===== src/rtl/lbus_pkg.sv =====
package lbus_pkg;
   localparam int DATA_W   = 16;
   localparam int LANE_W   = DATA_W / 2;
   localparam int SEL_W    = 7;
   localparam int SEL_ROM  = 0;
   localparam int SEL_PER  = 1;
   localparam int SEL_CTL  = 2;
   localparam int SEL_CCLR = 3;
   localparam int SEL_RAM  = 4;
   localparam int SEL_A24  = 5;
   localparam int SEL_A16  = 6;
endpackage


===== src/rtl/lbus_region_dec.sv =====
module lbus_region_dec
   import lbus_pkg::*;
#(
   parameter int ADDR_W    = 24,
   parameter int RAM_KB    = 128,
   parameter bit HAS_CACHE = 1'b1
) (
   input  logic [ADDR_W-1:3] addr_i,
   input  logic              wr_i,
   input  logic              vec_i,
   input  logic              ovl_i,
   output logic [SEL_W-1:0]  sel_o
);
   localparam int RAM_AW = $clog2(RAM_KB * 1024);

   logic             io_page;
   logic             ram_hit;
   logic             cache_ok;
   logic [SEL_W-1:0] io_sel;

   assign io_page = &addr_i[ADDR_W-1:ADDR_W-4];
   assign ram_hit = ~|addr_i[ADDR_W-1:RAM_AW];

   generate
      if (HAS_CACHE) begin : g_cache
         assign cache_ok = 1'b1;
      end else begin : g_nocache
         assign cache_ok = 1'b0;
      end
   endgenerate

   always_comb begin
      io_sel = '0;
      case (addr_i[ADDR_W-5:ADDR_W-7])
         3'd0:    io_sel[SEL_ROM]  = 1'b1;
         3'd1:    io_sel[SEL_PER]  = 1'b1;
         3'd2:    io_sel[SEL_CTL]  = 1'b1;
         3'd3:    io_sel           = '0;
         3'd4:    io_sel[SEL_CCLR] = cache_ok;
         3'd5,
         3'd6:    io_sel[SEL_A24]  = 1'b1;
         default: begin
            if (addr_i[ADDR_W-8]) io_sel[SEL_A16] = 1'b1;
            else                  io_sel[SEL_A24] = 1'b1;
         end
      endcase

      sel_o = '0;
      if (io_page)                     sel_o = io_sel;
      else if (vec_i && ovl_i && !wr_i) sel_o[SEL_ROM] = 1'b1;
      else if (ram_hit)                sel_o[SEL_RAM] = 1'b1;
      else                             sel_o[SEL_A24] = 1'b1;
   end
endmodule


===== src/rtl/lbus_boot_ovl.sv =====
module lbus_boot_ovl #(
   parameter int BOOT_READS = 4
) (
   input  logic clk,
   input  logic rst_n,
   input  logic vec_rd_i,
   output logic ovl_o
);
   localparam int CNT_W = $clog2(BOOT_READS + 1);

   logic [CNT_W-1:0] rd_cnt;

   assign ovl_o = (rd_cnt < CNT_W'(BOOT_READS));

   always_ff @(posedge clk) begin
      if (!rst_n)                rd_cnt <= '0;
      else if (vec_rd_i && ovl_o) rd_cnt <= rd_cnt + 1'b1;
   end
endmodule


===== src/rtl/lbus_offboard_tmo.sv =====
module lbus_offboard_tmo (
   input  logic clk,
   input  logic rst_n,
   input  logic hit_i,
   output logic berr_o,
   output logic irq_o
);
   logic pulse_q;

   always_ff @(posedge clk) begin
      if (!rst_n) pulse_q <= 1'b0;
      else        pulse_q <= hit_i;
   end

   assign berr_o = pulse_q;
   assign irq_o  = pulse_q;
endmodule


===== src/rtl/lbus_decode.sv =====
module lbus_decode
   import lbus_pkg::*;
#(
   parameter int ADDR_W     = 24,
   parameter int RAM_KB     = 128,
   parameter bit HAS_CACHE  = 1'b1,
   parameter int BOOT_READS = 4
) (
   input  logic              clk,
   input  logic              rst_n,
   input  logic              req_i,
   input  logic              we_i,
   input  logic [ADDR_W-1:1] addr_i,
   input  logic [DATA_W-1:0] rom_rdata_i,
   input  logic [DATA_W-1:0] ram_rdata_i,
   input  logic [LANE_W-1:0] per_rdata_i,
   input  logic [LANE_W-1:0] ctl_rdata_i,
   output logic [SEL_W-1:0]  sel_o,
   output logic [15:0]       rom_word_o,
   output logic [4:0]        per_idx_o,
   output logic [1:0]        cache_clr_o,
   output logic [DATA_W-1:0] rdata_o,
   output logic              berr_o,
   output logic              tmo_irq_o
);
   generate
      if (ADDR_W != 24) begin : g_bad_aw
         $error("lbus_decode: map is laid out for a 24-bit address");
      end
      if (RAM_KB != 128 && RAM_KB != 512) begin : g_bad_ram
         $error("lbus_decode: RAM_KB must be 128 or 512");
      end
      if (BOOT_READS < 1) begin : g_bad_boot
         $error("lbus_decode: BOOT_READS must be at least 1");
      end
   endgenerate

   logic vec_hit;
   logic ovl;
   logic off_hit;

   assign vec_hit = ~|addr_i[ADDR_W-1:3];

   lbus_boot_ovl #(.BOOT_READS(BOOT_READS)) u_ovl (
      .clk      (clk),
      .rst_n    (rst_n),
      .vec_rd_i (req_i & ~we_i & vec_hit),
      .ovl_o    (ovl)
   );

   lbus_region_dec #(
      .ADDR_W    (ADDR_W),
      .RAM_KB    (RAM_KB),
      .HAS_CACHE (HAS_CACHE)
   ) u_dec (
      .addr_i (addr_i[ADDR_W-1:3]),
      .wr_i   (we_i),
      .vec_i  (vec_hit),
      .ovl_i  (ovl),
      .sel_o  (sel_o)
   );

   assign off_hit = req_i & (sel_o[SEL_A24] | sel_o[SEL_A16]);

   lbus_offboard_tmo u_tmo (
      .clk    (clk),
      .rst_n  (rst_n),
      .hit_i  (off_hit),
      .berr_o (berr_o),
      .irq_o  (tmo_irq_o)
   );

   assign rom_word_o  = addr_i[16:1];
   assign per_idx_o   = addr_i[5:1];
   assign cache_clr_o = (req_i && we_i && sel_o[SEL_CCLR]) ? {addr_i[1], addr_i[2]} : 2'b00;

   always_comb begin
      rdata_o = '1;
      case (1'b1)
         sel_o[SEL_ROM]: rdata_o = rom_rdata_i;
         sel_o[SEL_RAM]: rdata_o = ram_rdata_i;
         sel_o[SEL_PER]: rdata_o = {{LANE_W{1'b1}}, per_rdata_i};
         sel_o[SEL_CTL]: rdata_o = {{LANE_W{1'b1}}, ctl_rdata_i};
         sel_o[SEL_A24],
         sel_o[SEL_A16]: rdata_o = '0;
         default:        rdata_o = '1;
      endcase
   end
endmodule


===== config.mk =====
export PLATFORM = sky130hd
export DESIGN_NAME = lbus_decode
export DESIGN_NICKNAME = d
export VERILOG_FILES = /design/src/rtl/lbus_pkg.sv /design/src/rtl/lbus_region_dec.sv /design/src/rtl/lbus_boot_ovl.sv /design/src/rtl/lbus_offboard_tmo.sv /design/src/rtl/lbus_decode.sv
export SDC_FILE = /design/constraint.sdc
export NUM_CORES = 1
export LEC_CHECK = 0
export ABC_AREA = 1
export ABC_CLOCK_PERIOD_IN_PS = 2430
export BUFFER_PORTS_ARGS = -buffer_cell sky130_fd_sc_hd__buf_4
export CAP_MARGIN = 20
export CORE_MARGIN = 2
export CORE_UTILIZATION = 35
export DETAILED_ROUTE_END_ITERATION = 7
export HOLD_SLACK_MARGIN = 0.08
export PLACE_DENSITY = 0.82
export SLEW_MARGIN = 10
export SYNTH_ARGS = -nofsm -noshare
export SYNTH_HDL_FRONTEND = slang
export SYNTH_SLANG_ARGS = --single-unit

===== constraint.sdc =====
create_clock -name clk -period 2.43 [get_ports clk]
set_input_delay 0.243 -clock clk [delete_from_list [all_inputs] [get_ports clk]]
set_output_delay 0.243 -clock clk [all_outputs]
set_load 0.02 [all_outputs]

==> flow_summary.json, run 1 <==
{
  "tns_ps": 0,
  "grt_max_degree": 27,
  "viasPerCell": 4.43,
  "comb_power_share_pct": 60.4,
  "drive_gt1_share_pct": 51.9,
  "detail-route-antenna-nets": 0,
  "min_period_ps": 1960,
  "p_switching_mw": 0.126,
  "ir_drop_v": 0.0000833,
  "endpoint_kind": "primary output",
  "cap_violations": 0,
  "rows": 20,
  "cp.required_ps": 2190,
  "slew_headroom_pct": 57.4,
  "clock_latency_ps": 230,
  "start_util_pct": 37.0,
  "cts.sinks": 4,
  "nFillCells": 306,
  "setup_viol": 0,
  "wl_per_cell_um": 10.4,
  "synth_cells": 190,
  "critPathKind": "reg -> out",
  "die_y_um": 60.8,
  "arrival_ps": 1720,
  "drc": 0,
  "swShare_pct": 33.6,
  "wirelength_um": 3450,
  "die_area_um2": 3700,
  "final_cell_mix": "buf_4 (122), nand2_1 (53), a21oi_1 (17)",
  "cts_buffer_depth": 2,
  "tightest_slew_ps": 636,
  "max_freq_mhz": 509,
  "p_seq_share_pct": 18.1,
  "grt_pass1_wl_um": 5320,
  "tritoncts": "yes",
  "dpl.hpwl_um": 2970,
  "timing.final.ws_setup_ps": 465,
  "fin_worst_skew_ps": 3.43,
  "clockRootBuffer": "clkbuf_4",
  "yosysUniqueCellTypes": 29,
  "register_area_um2": 80.1,
  "grt.total_usage_pct": 18.5,
  "cts_hold_buffers": 0,
  "first_pass_iters": 4,
  "drt_iter0_drc": 19,
  "p_int_mw": 0.249,
  "hp-class": "in -> reg",
  "coreArea_um2": 3050,
  "place.gp.congestion": 0.777,
  "portBuffers": 122,
  "status": "finished, final reports clean",
  "rsz0062_at_grt": "no",
  "dpl_worst_slack_ps": 537,
  "cts_resized": 0,
  "area_growth_pct": 70.4,
  "final_max_slew_viol_count": 0,
  "cts.reportedPaths.clkPinSlew_ps": 40,
  "critical_path.max_stage_delay_ps": 300,
  "nNetsFinal": 367,
  "avgSynthCellArea_um2": 5.95,
  "cts_made_buffers": 3,
  "syn-num-nets": 266,
  "critPathSlowestCell": "dfxtp_1",
  "syn_area_um2": 1130,
  "cellLeakagePower_nw": 1.07,
  "dr_total_vias": 1476,
  "diodes": 0,
  "critPathTopFamily": "simple AND/OR/NAND/NOR gates",
  "ys_seq_area_share_pct": 7.09,
  "p_per_area_nw_per_um2": 194,
  "ys.warnings.count": 0,
  "grt_overflow_total": 0,
  "grt_pass1_vias": 1310,
  "die-width_um": 60.8,
  "antenna_found_initial": 0,
  "crit_chain": "nor2_1 > nand2_1 > nor2_4 > nand3_4 > nand2_2 > nand2_4 > a21oi_1 > buf_4",
  "fin_crit_sh_pct": 80.9,
  "power_frac_clock_pct": 21.5,
  "cp_max_fo": 26,
  "final_hold_viol_count": 0,
  "final_common_cell": "buf_4",
  "path_buf_inv": 1,
  "cts.htree.levels": 1,
  "ioPinCount": 123,
  "post_cts_buffers": 0,
  "synth.ff_latch_count": 4,
  "start_kind": "flop",
  "multi_input_area_um2": 758
}
==> cell families after synthesis <==
group,synth area share [%]
adder cells (fa/ha/maj),1.11
AO/OA/AOI/OAI,24.9
flip-flops,7.09
XOR/XNOR,0.775
buffers and inverters,25.8
AND/OR/NAND/NOR,40.3
==> area by class of cell <==
class / count / share of cell area [%]
Clock buffer: 3 / 1.17
Inverter: 25 / 4.87
Multi-Input combinational cell: 135 / 39.4
Sequential cell: 4 / 4.16
Tap cell: 44 / 2.86
Timing Repair Buffer: 122 / 47.6
==> final timing paths <==
check,slack (ps),cells past startpoint,startpoint,end
worst max-delay path,470,8,u_ovl.rd_cnt[2],rdata_o[11]
worst min-delay path,260,3,rst_n,u_tmo.berr_o
worst max register to register,1270,7,u_ovl.rd_cnt[2],u_ovl.rd_cnt[1]
worst min register to register,440,2,u_ovl.rd_cnt[2],u_ovl.rd_cnt[2]
==> sequential cells by signal, summed over array words and instances, names as in the netlist <==
register,flops
u_ovl.rd_cnt,3
u_tmo.berr_o,1
==> per-layer routing <==
| metal | up-vias | part of all wire [%] | track usage, % |
|---|---|---|---|
| li1 | 788 | - | - |
| met1 | 626 | 38 | 20.7 |
| met4 | 0 | 0 | 1.86 |
| met3 | 0 | 9.0 | 5.33 |
| met5 | - | 0 | 0 |
| met2 | 62 | 53 | 35.3 |
==> power by group through the flow <==
| stage | registers, mW | clock network [mW] | logic [mW] |
|---|---|---|---|
| finish | 0.0676 | 0.0806 | 0.226 |
| global route | 0.0676 | 0.0910 | 0.245 |
| floorplan | 0.0696 | 0 | 0.104 |
| CTS | 0.0676 | 0.0850 | 0.228 |
| global placement | 0.0684 | 0 | 0.225 |
| detailed placement | 0.0686 | 0 | 0.228 |
==> Yosys cell counts <==
master	count	share of area, %
inv_2	6	2.0
ha_1	1	1.1
clkinv_1	3	1.0
buf_4	22	15
nand3_2	2	1.8
xor2_1	1	0.78
inv_1	16	5.3
buf_2	2	0.89
a21oi_1	17	7.5
buf_6	2	2.0
nand4_4	1	1.9
nand4_1	1	0.55
nand2_4	1	1.0
o211ai_1	8	5.3
nor2_1	16	5.3
o21bai_2	3	3.0
nand3_4	1	1.6
nand2_2	2	1.1
dfxtp_1	4	7.1
a21boi_1	3	2.0
nor3_1	2	0.89
o21bai_1	5	3.3
nor2_2	4	2.2
nand2_1	53	18
nand4_2	1	1.1
a21boi_0	5	3.3
nand3_1	3	1.3
o21ai_0	1	0.44
nor2_4	4	4.0
==> worst min-delay path: cells and delay by family <==
| kind | cells | cell delay [ps] |
|---|---|---|
| buffers and inverters | 1 | 120 |
| and+or+nand+nor | 2 | 100 |
==> per-stage QoR <==
stage / instance area [µm²] / hold slack (ps) / std cells / utilization, % / power (mW)
after floorplan: 1130 / 362 / 190 / - / 0.174
after CTS: 1930 / 256 / 333 / 63.1 / 0.381
final: 1930 / 265 / 333 / 63.1 / 0.374
after detailed placement: 1900 / 440 / 330 / 62.3 / 0.296
after global routing: 1930 / 272 / 333 / 63.1 / 0.404
after global placement: 1900 / 435 / 330 / 62.3 / 0.293
(Power assumes the default switching activity.)
==> inputs of run 2 (changes only) <==
- ABC_CLOCK_PERIOD_IN_PS: 2430 -> 1960
- clock period: 2.43 -> 1.96 ns (I/O delays scaled with it)
==> flow_summary.json, run 2 (synthesized netlist as in run 1, its figures left out) <==
{
  "arrival_ps": 1600,
  "first_pass_iters": 4,
  "critPathTopFamily": "simple AND/OR/NAND/NOR gates",
  "final_max_slew_viol_count": 0,
  "p_int_mw": 0.309,
  "drt_iter0_drc": 32,
  "reg2reg_slack_ps": 800,
  "worstRegToRegCells": 6,
  "clock_latency_ps": 240,
  "comb_power_share_pct": 59.6,
  "crit_chain": "nor2_1 > nand2_1 > nor2_4 > nand3_2 > o211ai_1 > o21bai_1 > buf_4",
  "cts.htree.levels": 1,
  "viasPerCell": 4.38,
  "grt_overflow_total": 0,
  "ir_drop_v": 0.000124,
  "die_area_um2": 3700,
  "rsz0062_at_grt": "no",
  "stdcell_area_um2": 1970,
  "critical_path.max_stage_delay_ps": 300,
  "nNetsFinal": 372,
  "dr_total_vias": 1481,
  "min_to": "u_tmo.berr_o",
  "dpl_worst_slack_ps": 131,
  "fin_crit_sh_pct": 91.6,
  "path_buf_inv": 1,
  "nFillCells": 327,
  "min_period_ps": 1800,
  "swShare_pct": 34.5,
  "place.gp.congestion": 0.795,
  "rows": 20,
  "cp_max_fo": 13,
  "fin_total_pwr_mw": 0.471,
  "cts_buffer_depth": 2,
  "portBuffers": 122,
  "hp-class": "in -> reg",
  "wl_per_cell_um": 10.6,
  "area_growth_pct": 74.0,
  "grt.total_usage_pct": 18.2,
  "cellLeakagePower_nw": 1.08,
  "max_freq_mhz": 557,
  "fin_worst_skew_ps": 4.90,
  "wirelength_um": 3600,
  "timing.final.ws_setup_ps": 164,
  "critPathSlowestCell": "dfxtp_1",
  "drc": 0,
  "final_hold_viol_count": 0,
  "p_switching_mw": 0.163,
  "die-width_um": 60.8,
  "min_from": "rst_n",
  "cts_made_buffers": 3,
  "tightest_slew_ps": 454,
  "tns_ps": 0,
  "endpoint_kind": "primary output",
  "grt_max_degree": 27,
  "slew_headroom_pct": 69.7,
  "hold_depth": 3,
  "r2r-start": "u_ovl.rd_cnt[2]",
  "antenna_found_initial": 0,
  "power_frac_clock_pct": 22.6,
  "ioPinCount": 123,
  "placed_area_um2": 1910,
  "p_per_area_nw_per_um2": 240,
  "grt_pass1_wl_um": 5300,
  "cts.reportedPaths.clkPinSlew_ps": 40,
  "cts.sinks": 4,
  "setup_viol": 0,
  "dpl.hpwl_um": 2950,
  "grt_pass1_vias": 1314,
  "cap_violations": 0,
  "cts_resized": 0,
  "die_y_um": 60.8,
  "r2r-end": "u_ovl.rd_cnt[0]",
  "largest_reg_flops": 3,
  "final_util_pct": 64.4,
  "tritoncts": "yes",
  "clockRootBuffer": "clkbuf_4",
  "coreArea_um2": 3050,
  "drive_gt1_share_pct": 52.7,
  "critPathKind": "reg -> out",
  "detail-route-antenna-nets": 0,
  "top_register": "u_ovl.rd_cnt",
  "start_util_pct": 37.0,
  "final_common_cell": "buf_4",
  "final_cell_mix": "buf_4 (126), nand2_1 (53), a21oi_1 (17)",
  "p_seq_share_pct": 17.7,
  "start_kind": "flop",
  "cp.required_ps": 1760,
  "diodes": 0,
  "status": "finished, final reports clean"
}
run 2: worst max-delay path by stage:
| stage | start | to | slack [ps] | depth (start not counted) |
|---|---|---|---|---|
| floorplan | addr_i[18] | cache_clr_o[0] | 300 | 5 |
| global placement | addr_i[20] | rdata_o[8] | 220 | 9 |
| detailed placement | addr_i[20] | rdata_o[13] | 130 | 9 |
| CTS | u_ovl.rd_cnt[2] | rdata_o[11] | 30 | 8 |
| global route | addr_i[22] | rdata_o[0] | 20 | 7 |
| finish | u_ovl.rd_cnt[2] | rdata_o[0] | 160 | 7 |
run 2: stage by stage:
stage               hold WS (ps)  instances
floorplan                    315        190
global placement             434        331
finish                       206        338
detailed placement           436        331
global route                 215        338
CTS                          202        334
run 2: worst register-to-register path, cell delays in order, from the launching register on:
cell,delay [ps]
dfxtp_1,300
nor2_1,90
nand2_1,100
nor2_4,160
nand4_1,180
xor2_1,180
nor2_1,90
run 2: repair_timing:
| item | CTS | global route |
|---|---|---|
| setup buffers | 0 | 3 |
| hold buffers | 0 | 0 |
| setup endpoints to repair | 0 | 11 |
run 2: layout make-up:
type	instances	area (µm²)	area share, %
multi-input combinational	136	768	39.1
tap	44	55.1	2.80
clock buffer	3	22.5	1.15
sequential	4	80.1	4.07
timing repair buffer	126	946	48.1
inverter	25	93.8	4.77
run 2: routing by layer:
layer	GRT usage, %	up-vias	part of all wire, %
met5	0	-	0
met4	4.35	0	1.0
met3	3.41	4	8.2
met2	32.1	64	51
met1	22.9	612	40
li1	-	801	-
run 2: power groups by stage:
stage / registers [mW] / clock network, mW / logic [mW]
3_3_place_gp: 0.0848 / 0 / 0.279
3_5_place_dp: 0.0850 / 0 / 0.283
6_report: 0.0836 / 0.107 / 0.281
5_1_grt: 0.0836 / 0.114 / 0.304
4_1_cts: 0.0836 / 0.111 / 0.283
2_1_floorplan: 0.0863 / 0 / 0.129
==> inputs of run 3 (changes only) <==
- ABC_AREA: 1 -> default
- CORE_UTILIZATION: 35 -> 34
==> flow_summary.json, run 3 <==
{
  "crit_path_frequent_cell": "buf_4",
  "cp.depth": 6,
  "hold_depth": 3,
  "arrival_ps": 1740,
  "ioPinCount": 123,
  "worstRegToRegCells": 5,
  "start_kind": "flop",
  "fin_worst_skew_ps": 2.55,
  "slew_headroom_pct": 69.8,
  "startpoint": "u_ovl.rd_cnt[2]",
  "fin_total_pwr_mw": 0.513,
  "synth_top_cell_area_share_pct": 17.0,
  "r2r-start": "u_ovl.rd_cnt[2]",
  "reg2reg_slack_ps": 570,
  "rows": 20,
  "clock_latency_ps": 230,
  "r2r-end": "u_ovl.rd_cnt[2]",
  "grt.total_usage_pct": 22.2,
  "first_pass_iters": 5,
  "grt_pass1_vias": 1408,
  "final_cell_mix": "buf_4 (129), nor2_1 (12), inv_1 (11)",
  "cp_max_fo": 9,
  "tns_ps": 0,
  "cap_violations": 0,
  "final_hold_viol_count": 0,
  "synth.ff_latch_count": 4,
  "grt_max_degree": 18,
  "ir_drop_v": 0.000142,
  "synth-edff-count": 0,
  "cts.reportedPaths.clkPinSlew_ps": 40,
  "cts_buffer_depth": 2,
  "critPathKind": "reg -> out",
  "drt_iter0_drc": 34,
  "start_util_pct": 35.2,
  "met2_usage_pct": 42.2,
  "cp-endpoint": "rdata_o[6]",
  "hp-class": "in -> reg",
  "ys_top_cells_by_area": "buf_4 (17%), mux2_2 (8.5%), dfxtp_1 (7.6%)",
  "cp.required_ps": 1760,
  "die-width_um": 59.8,
  "dr_total_vias": 1537,
  "ys_seq_area_share_pct": 7.57,
  "yosysUniqueCellTypes": 30,
  "tightest_slew_ps": 451,
  "wirelength_um": 4170,
  "syn_area_um2": 1060,
  "top_register": "u_ovl.rd_cnt",
  "grt_pass1_wl_um": 6200,
  "diodes": 0,
  "critical_path.max_stage_delay_ps": 340,
  "portBuffers": 122,
  "synth_area_leader_cell": "buf_4",
  "final_common_cell": "buf_4",
  "path_buf_inv": 2,
  "nNetsFinal": 333,
  "synth_most_common_cell": "buf_4",
  "rsz0062_at_grt": "yes",
  "final_max_slew_viol_count": 0,
  "grtUsageMet1_pct": 25.5,
  "status": "finished, final reports clean",
  "async_flop_share_pct": 0,
  "cellLeakagePower_nw": 1.02,
  "fin_crit_sh_pct": 98.8,
  "grt_overflow_total": 0,
  "drc": 0,
  "min_period_ps": 1940,
  "place.gp.congestion": 0.750,
  "largest_reg_flops": 3,
  "wl_per_cell_um": 14.5,
  "cts.sinks": 4,
  "critPathTopFamily": "compound AO/OA/AOI/OAI gates",
  "cts.htree.levels": 1,
  "dpl.hpwl_um": 3170,
  "use_met3_pct": 2.60,
  "setup_viol": 0,
  "max_freq_mhz": 517,
  "synth_ff_type": "dfxtp_1",
  "die_area_um2": 3580,
  "detail-route-antenna-nets": 0,
  "final_util_pct": 67.9,
  "antenna_found_initial": 0,
  "coreArea_um2": 3000,
  "tritoncts": "yes",
  "cts_made_buffers": 3,
  "synth_cells": 145,
  "ys.warnings.count": 0,
  "avgSynthCellArea_um2": 7.30,
  "p_per_area_nw_per_um2": 252,
  "yosys-top-cells-count": "buf_4 (24), nor2_1 (12), inv_1 (11)",
  "busiest_layer": "met2",
  "clockRootBuffer": "clkbuf_4",
  "cts_hold_buffers": 0,
  "critPathSlowestCell": "dfxtp_2",
  "endpoint_kind": "primary output",
  "area_growth_pct": 92.6,
  "syn-num-nets": 221,
  "die_y_um": 59.8,
  "drive_gt1_share_pct": 65.1,
  "crit_chain": "nor4_4 > and4_4 > a32o_2 > buf_4 > a221oi_1 > buf_4",
  "viasPerCell": 5.34
}
-- run 3: timing repair --
item	in CTS	in global routing
resized for setup	16	6
endpoints found under the setup margin	17	15
buffers inserted	0	1
endpoints found under the hold margin	0	0
gates cloned	1	0
pin swaps	2	1
-- run 3: cell families (layout without fill, tap and decap cells) --
group / Yosys count / after routing / share of synthesized area [%]
and+or+nand+nor: 48 / 48 / 26.2
DFF: 4 / 4 / 7.57
muxes: 10 / 10 / 10.4
buffers and inverters: 44 / 154 / 26.4
adders and majority gates: 1 / 1 / 1.18
AOI/OAI and AO/OA: 38 / 38 / 28.3
-- run 3: worst min path at each step --
| stage | startpoint | to | slack (ps) |
|---|---|---|---|
| after floorplan | rst_n | u_ovl.rd_cnt[2] | 310 |
| after global placement | u_ovl.rd_cnt[2] | u_ovl.rd_cnt[2] | 440 |
| after detailed placement | req_i | u_tmo.berr_o | 460 |
| after CTS | req_i | u_tmo.berr_o | 210 |
| after global routing | req_i | u_tmo.berr_o | 220 |
| final | req_i | u_tmo.berr_o | 210 |
-- run 3: worst min-delay path, stage by stage --
cell and delay, ps:
buf_4 120, nand2_1 50, nor3_1 30
-- run 3: area by class of cell --
cell class              count  area (µm²)
fillers                   271         965
inverters                  11        41.3
clock buffers               3        22.5
well taps                  33        41.3
multi-input cells          97         754
repair buffers            140        1100
flip-flops and latches      4        81.3
-- run 3: metal layers --
metal | wire (µm) | up-vias
met5 | 0 | -
met4 | 58 | 0
met3 | 300 | 6
met2 | 2180 | 73
met1 | 1630 | 704
li1 | - | 754
-- run 3: report_power, final --
part / leakage, nW / internal [mW] / switching, mW
combinational: 0.970 / 0.181 / 0.143
clock: 0.0138 / 0.0688 / 0.0371
sequential: 0.0330 / 0.0829 / 0.000672
-- run 3: per-stage QoR --
| step | hold slack, ps | instance area, µm² | worst slack (ps) | instances |
|---|---|---|---|---|
| 3_3_place_gp | 440 | 1920 | -2.95 | 284 |
| 4_1_cts | 212 | 2000 | -4.29 | 287 |
| 5_1_grt | 221 | 2040 | -50.0 | 288 |
| 2_1_floorplan | 309 | 1060 | -51.0 | 145 |
| 6_report | 212 | 2040 | 24.4 | 288 |
| 3_5_place_dp | 455 | 1920 | -35.8 | 284 |
